## src/rtl/aligner_pkg.sv

```systemverilog
package aligner_pkg;
  typedef enum logic [1:0] {
    AL_HUNT   = 2'd0,
    AL_CHECK  = 2'd1,
    AL_LOCKED = 2'd2
  } align_state_e;
endpackage

```

## src/rtl/comma_match_bank.sv

```systemverilog
module comma_match_bank #(
  parameter int            W          = 10,
  parameter logic [W-1:0]  COMMA_A    = 10'h17C,
  parameter logic [W-1:0]  COMMA_B    = 10'h283,
  parameter logic [W-1:0]  COMMA_MASK = '1
) (
  input  logic [2*W-1:0] win_i,
  output logic [W-1:0]   hit_o
);
  // one masked comparator pair per starting bit position
  for (genvar g = 0; g < W; g++) begin : g_cmp
    logic [W-1:0] cand;
    assign cand     = win_i[g +: W];
    assign hit_o[g] = (((cand ^ COMMA_A) & COMMA_MASK) == '0) ||
                      (((cand ^ COMMA_B) & COMMA_MASK) == '0);
  end
endmodule

```

## src/rtl/slice_select.sv

```systemverilog
module slice_select #(
  parameter int W     = 10,
  localparam int OFF_W = $clog2(W)
) (
  input  logic [2*W-1:0] win_i,
  input  logic [OFF_W-1:0] off_i,
  output logic [W-1:0]   slice_o
);
  logic [W-1:0] cand [W];

  for (genvar g = 0; g < W; g++) begin : g_tap
    assign cand[g] = win_i[g +: W];
  end

  always_comb begin
    slice_o = '0;
    for (int i = 0; i < W; i++) begin
      if (off_i == OFF_W'(i)) slice_o = cand[i];
    end
  end
endmodule

```

## src/rtl/align_fsm.sv

```systemverilog
module align_fsm
  import aligner_pkg::*;
#(
  parameter int W         = 10,
  parameter int VERIFY_N  = 3,
  parameter int ERR_LIMIT = 4,
  parameter int LEAK_N    = 16,
  localparam int OFF_W  = $clog2(W),
  localparam int VCNT_W = $clog2(VERIFY_N + 1),
  localparam int ERR_W  = $clog2(ERR_LIMIT + 1),
  localparam int GOOD_W = $clog2(LEAK_N + 1)
) (
  input  logic              clk,
  input  logic              rst_n,
  input  logic [W-1:0]      hit_i,
  output logic [OFF_W-1:0]  off_nxt_o,
  output logic              lock_nxt_o,
  output align_state_e      state_o,
  output logic [OFF_W-1:0]  off_o,
  output logic [VCNT_W-1:0] vcnt_o,
  output logic [ERR_W-1:0]  err_o
);
  align_state_e      state_q, state_d;
  logic [OFF_W-1:0]  off_q, off_d, first_hit;
  logic [VCNT_W-1:0] vcnt_q, vcnt_d;
  logic [ERR_W-1:0]  err_q, err_d;
  logic [GOOD_W-1:0] good_q, good_d;
  logic [W-1:0]      at_off;
  logic              on_spot, elsewhere;

  // lowest matching offset wins
  always_comb begin
    first_hit = '0;
    for (int i = W - 1; i >= 0; i--) begin
      if (hit_i[i]) first_hit = OFF_W'(i);
    end
  end

  assign at_off    = W'(1) << off_q;
  assign on_spot   = |(hit_i & at_off);
  assign elsewhere = |(hit_i & ~at_off);

  always_comb begin
    state_d = state_q;
    off_d   = off_q;
    vcnt_d  = vcnt_q;
    err_d   = err_q;
    good_d  = good_q;
    unique case (state_q)
      AL_HUNT: begin
        if (|hit_i) begin
          state_d = AL_CHECK;
          off_d   = first_hit;
          vcnt_d  = VCNT_W'(1);
        end
      end
      AL_CHECK: begin
        if (on_spot) begin
          if (vcnt_q == VCNT_W'(VERIFY_N - 1)) begin
            state_d = AL_LOCKED;
            err_d   = '0;
            good_d  = '0;
          end else begin
            vcnt_d = vcnt_q + VCNT_W'(1);
          end
        end else if (elsewhere) begin
          state_d = AL_HUNT;
          vcnt_d  = '0;
        end
      end
      AL_LOCKED: begin
        if (on_spot) begin
          if (good_q == GOOD_W'(LEAK_N - 1)) begin
            good_d = '0;
            if (err_q != '0) err_d = err_q - ERR_W'(1);
          end else begin
            good_d = good_q + GOOD_W'(1);
          end
        end else if (elsewhere) begin
          if (err_q == ERR_W'(ERR_LIMIT - 1)) begin
            state_d = AL_HUNT;
            err_d   = '0;
            vcnt_d  = '0;
          end else begin
            err_d = err_q + ERR_W'(1);
          end
        end
      end
      default: state_d = AL_HUNT;
    endcase
  end

  always_ff @(posedge clk or negedge rst_n) begin
    if (!rst_n) begin
      state_q <= AL_HUNT;
      off_q   <= '0;
      vcnt_q  <= '0;
      err_q   <= '0;
      good_q  <= '0;
    end else begin
      state_q <= state_d;
      off_q   <= off_d;
      vcnt_q  <= vcnt_d;
      err_q   <= err_d;
      good_q  <= good_d;
    end
  end

  assign off_nxt_o  = off_d;
  assign lock_nxt_o = (state_d == AL_LOCKED);
  assign state_o    = state_q;
  assign off_o      = off_q;
  assign vcnt_o     = vcnt_q;
  assign err_o      = err_q;
endmodule

```

## src/rtl/comma_word_aligner.sv

```systemverilog
module comma_word_aligner
  import aligner_pkg::*;
#(
  parameter int            W          = 10,
  parameter logic [W-1:0]  COMMA_A    = 10'h17C,
  parameter logic [W-1:0]  COMMA_B    = 10'h283,
  parameter logic [W-1:0]  COMMA_MASK = '1,
  parameter int            VERIFY_N   = 3,
  parameter int            ERR_LIMIT  = 4,
  parameter int            LEAK_N     = 16,
  localparam int OFF_W  = $clog2(W),
  localparam int VCNT_W = $clog2(VERIFY_N + 1),
  localparam int ERR_W  = $clog2(ERR_LIMIT + 1)
) (
  input  logic         clk,
  input  logic         rst_n,
  input  logic [W-1:0] rx_word_i,
  output logic [W-1:0] word_o,
  output logic         word_vld_o
);
  logic [W-1:0]      prev_q;
  logic [2*W-1:0]    window;
  logic [W-1:0]      hit;
  logic [OFF_W-1:0]  off_nxt;
  logic              lock_nxt;
  logic [W-1:0]      slice;
  logic [W-1:0]      word_q;
  logic              vld_q;
  align_state_e      fsm_state;
  logic [OFF_W-1:0]  fsm_off;
  logic [VCNT_W-1:0] fsm_vcnt;
  logic [ERR_W-1:0]  fsm_err;

  assign window = {rx_word_i, prev_q};

  comma_match_bank #(
    .W(W), .COMMA_A(COMMA_A), .COMMA_B(COMMA_B), .COMMA_MASK(COMMA_MASK)
  ) u_bank (
    .win_i (window),
    .hit_o (hit)
  );

  align_fsm #(
    .W(W), .VERIFY_N(VERIFY_N), .ERR_LIMIT(ERR_LIMIT), .LEAK_N(LEAK_N)
  ) u_fsm (
    .clk        (clk),
    .rst_n      (rst_n),
    .hit_i      (hit),
    .off_nxt_o  (off_nxt),
    .lock_nxt_o (lock_nxt),
    .state_o    (fsm_state),
    .off_o      (fsm_off),
    .vcnt_o     (fsm_vcnt),
    .err_o      (fsm_err)
  );

  slice_select #(.W(W)) u_shift (
    .win_i   (window),
    .off_i   (off_nxt),
    .slice_o (slice)
  );

  always_ff @(posedge clk or negedge rst_n) begin
    if (!rst_n) begin
      prev_q <= '0;
      word_q <= '0;
      vld_q  <= 1'b0;
    end else begin
      prev_q <= rx_word_i;
      word_q <= lock_nxt ? slice : '0;
      vld_q  <= lock_nxt;
    end
  end

  assign word_o     = word_q;
  assign word_vld_o = vld_q;
endmodule

```

## config.mk

```make
export PLATFORM = sky130hd
export DESIGN_NAME = comma_word_aligner
export DESIGN_NICKNAME = d
export VERILOG_FILES = /design/src/rtl/aligner_pkg.sv /design/src/rtl/comma_match_bank.sv /design/src/rtl/slice_select.sv /design/src/rtl/align_fsm.sv /design/src/rtl/comma_word_aligner.sv
export SDC_FILE = /design/constraint.sdc
export NUM_CORES = 1
export LEC_CHECK = 0
export ABC_AREA = 1
export CORE_UTILIZATION = 45
export CTS_BUF_LIST = sky130_fd_sc_hd__clkbuf_8
export CTS_CLUSTER_SIZE = 28
export DETAILED_ROUTE_END_ITERATION = 8
export DONT_BUFFER_PORTS = 1
export PLACE_DENSITY_LB_ADDON = 0.12
export SLEW_MARGIN = 25
export SYNTH_ARGS = -nofsm -noshare
export SYNTH_HDL_FRONTEND = slang
export SYNTH_SLANG_ARGS = --single-unit
```

## constraint.sdc

```tcl
create_clock -name clk -period 4.73 [get_ports clk]
set_input_delay 0 -clock clk [delete_from_list [all_inputs] [get_ports clk]]
set_output_delay 0 -clock clk [all_outputs]
set_load 0.1 [all_outputs]
```

; ---- Yosys cells after proc, flatten, opt, wreduce, memory -nomap -nowiden
; Index checks and enable logic that the tools add are counted.
[totals]
reg_bits = 37
in_bits = 12
output_inout_bits = 11
[op_classes]
add_sub_neg = 4
eq_ne = 27
shifts = 1
muxes = 52
bitwise_logic = 23
reduce_logical = 41
[ops]
columns = cell, n
row1 = 10-bit logical NOT, 20
row2 = 10-bit two-way mux, 11
row3 = 6-bit inverter, 10
row4 = 4-bit two-way mux, 12
row5 = 4-bit inverter, 10
row6 = 10-bit OR reduction, 3
row7 = 2-bit two-way mux, 14
row8 = 3-bit two-way mux, 7
row9 = 10-bit bitwise AND, 2
row10 = 5-bit two-way mux, 4
row11 = "4-bit by 3-bit == test with 1-bit output, second input constant", 4
row12 = "2-bit by 1-bit inequality test with 1-bit output, second input constant", 6
row13 = 2-bit one-hot mux with 3 select lines, 2
row14 = 1-bit logical OR, 10
row15 = 10-bit inverter, 1
row16 = 5-bit one-hot mux with 2 select lines, 1
row17 = "1-bit by 4-bit << shifter with 10-bit output, first input constant", 1
row18 = "3-bit inequality test, second input constant", 3
row19 = "4-bit by 2-bit == test with 1-bit output, second input constant", 2
row20 = "4-bit == test, second input constant", 2
row21 = 7-bit AND reduction, 1
row22 = "2-bit == test, second input constant", 3
row23 = "3-bit by 1-bit inequality test with 1-bit output, second input constant", 2
row24 = 3-bit one-hot mux with 2 select lines, 1
row25 = 15 further kinds, 16

; ---- Longest topological paths before layout
[depth]
ltp_word = 27
mapped_depth = 26

; ---- Modules after synthesis
; From an unflattened synthesis, not the netlist that was laid out.
[hier_totals]
hier_cells = 591
area_unflattened_um2 = 3500.9
[modules_own_cells]
columns = module, instances, cells_per_inst, area_each_um2
row1 = align_fsm, 1, 219, 1441.4
row2 = slice_select, 1, 192, 889.6
row3 = comma_word_aligner, 1, 42, 611.8
row4 = comma_match_bank, 1, 138, 558.0

; ---- Worst setup path before layout
; OpenSTA, ideal clock, no wires.
[synth_path]
path_type = register -> register
startpoint = register prev_q[4]
endpoint = register word_q[6], in the netlist word_o[6]
setup_ns = 0.116
arrival_time_ns = 2.114
t_required_ns = 4.614
setup_slack_ns = 2.500
stages_incl_launch_ff = 25
n_path_buf = 2
synth_period_minus_slack_ns = 2.230
cell_sequence = dfrtp_1 buf_2 inv_1 nand2_1 nor2_1 nand3_1 nand2_1 nor2_1 nand2_1 inv_1 nand2_1 nand2_2 nand2_1 nand2_1 nand2_4 inv_4 buf_4 nand4_1 nand2_1 nor2_1 nand2_1 nand2_1 nand4_1 nor2_1 nor2_1
[synth_via]
elab_chain_len = 22
[synth_rtl]
columns = element, line
row1 = start: declaration, comma_word_aligner.sv:21  ; logic [W-1:0] prev_q;
row2 = start signal: assignment, comma_word_aligner.sv:69  ; prev_q <= rx_word_i;
row3 = 4-bit inverter (no source line), --
row4 = 10-bit logical NOT, comma_match_bank.sv:15  ; (((cand ^ COMMA_B) & COMMA_MASK) == '0);
row5 = 1-bit logical OR, comma_match_bank.sv:14  ; assign hit_o[g] = (((cand ^ COMMA_A) & COMMA_MASK) == '0) ||
row6 = 4-bit two-way mux (5 in series), align_fsm.sv:35  ; if (hit_i[i]) first_hit = OFF_W'(i);
row7 = 4-bit two-way mux *, align_fsm.sv:51  ; if (|hit_i) begin
row8 = 4-bit two-way mux *, align_fsm.sv:49  ; unique case (state_q)
row9 = net off_nxt[1], comma_word_aligner.sv:24  ; logic [OFF_W-1:0] off_nxt;
row10 = 4-bit logical NOT, slice_select.sv:18  ; if (off_i == OFF_W'(i)) slice_o = cand[i];
row11 = 10-bit two-way mux (9 in series), slice_select.sv:18
row12 = 10-bit two-way mux *, slice_select.sv:18
row13 = 10-bit two-way mux *, comma_word_aligner.sv:70  ; word_q <= lock_nxt ? slice : '0;
row14 = end signal: assignment, comma_word_aligner.sv:70
row15 = end: declaration, comma_word_aligner.sv:27  ; logic [W-1:0] word_q;
; Mark *: on every way through the listed nets, which the timed path passes. The rest lies on a longest branch.
; A chain may end at the register's enable or synchronous reset.

; ---- Worst setup path after layout
[layout_path]
startpoint = register prev_q[9]
endpoint = register word_q[6], in the netlist word_o[6]
[layout_via]
elab_chain_len = 27
[layout_rtl]
columns = element, line
row1 = 4-bit inverter (no source line), --
row2 = 10-bit logical NOT, comma_match_bank.sv:15
row3 = 1-bit logical OR, comma_match_bank.sv:14
row4 = 4-bit two-way mux (10 in series), align_fsm.sv:35
row5 = 4-bit two-way mux *, align_fsm.sv:51
row6 = 4-bit two-way mux *, align_fsm.sv:49
row7 = net off_nxt[3], comma_word_aligner.sv:24
row8 = 4-bit logical NOT, slice_select.sv:18
row9 = 10-bit two-way mux (9 in series), slice_select.sv:18
row10 = 10-bit two-way mux *, slice_select.sv:18
row11 = 10-bit two-way mux *, comma_word_aligner.sv:70
; Marked as above.

==> results.sh <==
export IMPL_grt_pass1_wl_mm=20.2
export IMPL_dp_cells=746
export IMPL_cts_htree_levels=2
export IMPL_gp_congestion=0.934
export IMPL_worstPathRequired_ns=4.97
export IMPL_drive_gt1_share_pct=7.26
export IMPL_diodes=0
export IMPL_tightestPinTransition_ns=0.898
export IMPL_syn_area_sq_um=3890
export IMPL_dp_hpwl_mm=9.20
export IMPL_timing_slew_headroom_pct=40.2
export IMPL_ys_types=40
export IMPL_yosys_warnings=0
export IMPL_holdPathStages=4
export IMPL_cts_resized=0
export IMPL_coreArea_sq_um=8300
export IMPL_hold_slack_ns=0.00642
export IMPL_cts_tree="yes"
export IMPL_portBuffers=0
export IMPL_die_area_sq_um=9030
export IMPL_cp_top_family="simple AND/OR/NAND/NOR gates"
export IMPL_dr_first_iter_drc_count=265
export IMPL_grt_max_degree=38
export IMPL_wl_per_cell_um=16.4
export IMPL_outcome="finished clean"
export IMPL_clkTransAtPathRegs_ns=0.10
export IMPL_ys_seq_area_share_pct=23.8
export IMPL_post_place_ws_ns=1.50
export IMPL_stdcell_count=766
export IMPL_first_global_vias=4094
export IMPL_vias=4246
export IMPL_pin_count=23
export IMPL_final_antenna_net_count=0
export IMPL_syn_avg_cell_area_sq_um=5.91
export IMPL_ff2ff_path_depth=20
export IMPL_syn2layout_area_growth_pct=5.78
export IMPL_r2r_start="prev_q[9]$_DFF_PN0_"
export IMPL_setup_viol=0
export IMPL_cp_max_fo=26
export IMPL_max_stage_delay_ns=0.79
export IMPL_rsz0062_at_grt="no"
export IMPL_critPathKind="register to register"
export IMPL_clock_skew_ns=0.0150
export IMPL_fin_area_sq_um=4120
export IMPL_placed_area_sq_um=3880
export IMPL_die_height_um=95.0
export IMPL_cts_root_buf="clkbuf_8"
export IMPL_gr_total_overflow=0
export IMPL_worstSkewPairLatency_ns=0.31
export IMPL_period_minus_slack_ns=3.37
export IMPL_rrSetupSlack_ns=1.36
export IMPL_finalPower_mw=1.38
export IMPL_start_util_pct=46.9
export IMPL_path_buf_inv=3
export IMPL_cts_buffer_depth=2
export IMPL_num_rows=33
export IMPL_worstSetupStartpointType="register"
export IMPL_synth_nets=680
export IMPL_die_w_um=95.0
export IMPL_ir_worst_vdd_v=0.000187
export IMPL_powerDensity_nw_per_um2=334
export IMPL_path_cells="inv_2, nand2_2, nor2_1, nand2_1, nor2_1, a31oi_2, nand2_1, nand2_1, nand2_1, nand2_1, inv_2, nor2_8, nand3_2, o21ai_0, inv_1, nand2_1, nand2_1, nand4_1, nor2_1, nor2_1"
export IMPL_worstHoldPathType="primary input to register"
export IMPL_finalWirelength_mm=12.6
export IMPL_numCtsBuffers=5
export IMPL_maxSlewViolCount=0
export IMPL_power_leakage_nw=2.05
export IMPL_cp_slowest_cell="dfrtp_1"
export IMPL_antenna_found_initial=0
export IMPL_layout_nets=681
export IMPL_grt_use_total_pct=29.6
export IMPL_critical_path_most_common_cell="nand2_1"
export IMPL_synth_seq_cells=37
export IMPL_synthCells=659
export IMPL_maxCapViolations=0
export IMPL_cts_sinks=37
export IMPL_worstSetupEndpointType="register"
export IMPL_hp_start="rx_word_i[3]"
export IMPL_firstDrtPassIters=4
export IMPL_worst_slack_ns=1.36
export IMPL_min_period_over_period_pct=71.2
export IMPL_utilization_pct=49.6
export IMPL_clock_fmax_ghz=0.297
export IMPL_worstPathArrival_ns=3.60
export IMPL_drc=0
export IMPL_setup_tns_ns=0
export IMPL_post_cts_buffers=0
export IMPL_detail_route_vias_per_cell=5.54
export IMPL_timing_rr_end="word_o[6]$_DFF_PN0_"
export IMPL_finalHoldViolCount=0
export IMPL_min_to="word_o[7]$_DFF_PN0_"
-- cell families (layout without fill, tap and decap cells) --
| group | count (synthesis) | after routing | synth area share [%] |
|---|---|---|---|
| AND/OR/NAND/NOR | 432 | 432 | 50.2 |
| buffers and inverters | 117 | 119 | 13.2 |
| AO/OA/AOI/OAI | 62 | 62 | 9.48 |
| flip-flops | 37 | 37 | 23.8 |
| adder cells (fa/ha/maj) | 9 | 9 | 2.89 |
| XOR/XNOR | 2 | 2 | 0.450 |
-- Yosys cell counts --
cell type	count	area share (%)
nand3b_1	4	0.77
or2_2	1	0.16
o21ai_1	2	0.26
a21oi_4	1	0.42
inv_4	1	0.16
a31oi_1	1	0.16
a211oi_2	1	0.32
inv_1	86	8.3
or2_1	1	0.16
o211ai_1	2	0.39
a21oi_1	20	2.6
xnor2_1	1	0.22
nor2_8	2	1.0
nand2_4	4	1.2
a21o_1	1	0.19
o21ai_0	23	3.0
nand3_2	2	0.51
nor3_2	1	0.26
buf_2	5	0.64
dfrtp_1	37	24
a211oi_1	1	0.19
ha_1	9	2.9
inv_2	12	1.2
a221oi_1	2	0.45
nand4_1	33	5.3
buf_4	8	1.5
o31ai_1	3	0.58
xor2_1	1	0.22
buf_6	5	1.4
a31oi_2	1	0.32
nor2_4	3	0.87
nor2_1	115	11
nor3_1	9	1.2
o21a_1	1	0.19
nand2_2	7	1.1
nor4_1	2	0.32
nand3_1	68	8.7
o22ai_1	3	0.48
nand2_1	177	17
nor2_2	3	0.48
-- final cells by class --
type,count,area (sq um)
fill,882,4180
multi-input combinational,505,2450
sequential,37,926
inverter,99,374
tap,105,131
timing repair buffer,12,130
clock buffer,7,96.3
clock inverter,1,8.76
-- power by group --
| group | leakage [nW] | internal, mW | switching (mW) | total [mW] |
|---|---|---|---|---|
| sequential | 0.487 | 0.340 | 0.0394 | 0.380 |
| combinational | 1.51 | 0.207 | 0.515 | 0.723 |
| clock | 0.0549 | 0.135 | 0.138 | 0.273 |
-- routing by layer --
metal  part of all wire (%)  global-route usage [%]
met1                     44                    37.3
met2                     47                    49.2
met3                    4.6                    3.91
met4                    4.1                    15.5
met5                      0                       0
-- sequential cells by signal, indices dropped and copies added (netlist names) --
register       count
u_fsm.vcnt_o       2
u_fsm.good_q       5
u_fsm.state_o      2
u_fsm.off_o        4
prev_q            10
u_fsm.err_o        3
word_vld_o         1
word_o            10
-- cell usage in the layout (no fill, tap or decap), types with 2 or more instances in the layout --
master | synthesis | routed
ha_1 | 9 | 9
o21ai_1 | 2 | 2
nor2_8 | 2 | 2
o211ai_1 | 2 | 2
dlygate4sd3_1 | 0 | 11
nand3_2 | 2 | 2
nor2_1 | 115 | 115
nand2_1 | 177 | 177
o31ai_1 | 3 | 3
nand4_1 | 33 | 33
inv_2 | 12 | 12
inv_1 | 86 | 86
o22ai_1 | 3 | 3
nor3_1 | 9 | 9
clkbuf_8 | 0 | 7
nand3b_1 | 4 | 4
a21oi_1 | 20 | 20
nor2_2 | 3 | 3
nor4_1 | 2 | 2
nand2_2 | 7 | 7
dfrtp_1 | 37 | 37
nand2_4 | 4 | 4
a221oi_1 | 2 | 2
nor2_4 | 3 | 3
nand3_1 | 68 | 68
o21ai_0 | 23 | 23
-- worst max path at each step --
stage                   startpoint             endpoint  slack (ns)  depth (start not counted)
2_1_floorplan  prev_q[4]$_DFF_PN0_  word_o[6]$_DFF_PN0_        2.50                         24
3_3_place_gp   prev_q[9]$_DFF_PN0_  word_o[0]$_DFF_PN0_        1.46                         18
3_5_place_dp   prev_q[9]$_DFF_PN0_  word_o[7]$_DFF_PN0_        1.50                         20
4_1_cts        prev_q[9]$_DFF_PN0_  word_o[7]$_DFF_PN0_        1.45                         20
5_1_grt        prev_q[9]$_DFF_PN0_  word_o[8]$_DFF_PN0_        1.06                         20
6_report       prev_q[9]$_DFF_PN0_  word_o[6]$_DFF_PN0_        1.36                         20
-- repair_timing --
| action | CTS | global route |
|---|---|---|
| setup endpoints to repair | 0 | 0 |
| hold endpoints to repair | 55 | 0 |
| hold buffers | 12 | 0 |
-- worst register-to-register path: stages (launching register included) --
cell and delay (ns):
dfrtp_1 0.79, inv_2 0.26, nand2_2 0.17, nor2_1 0.07, nand2_1 0.06, nor2_1 0.05
a31oi_2 0.23, nand2_1 0.08, nand2_1 0.14, nand2_1 0.08, nand2_1 0.10, inv_2 0.09
nor2_8 0.32, nand3_2 0.23, o21ai_0 0.20, inv_1 0.06, nand2_1 0.08, nand2_1 0.06
nand4_1 0.08, nor2_1 0.06, nor2_1 0.08
Note: power is estimated with default switching activity, not from simulation.
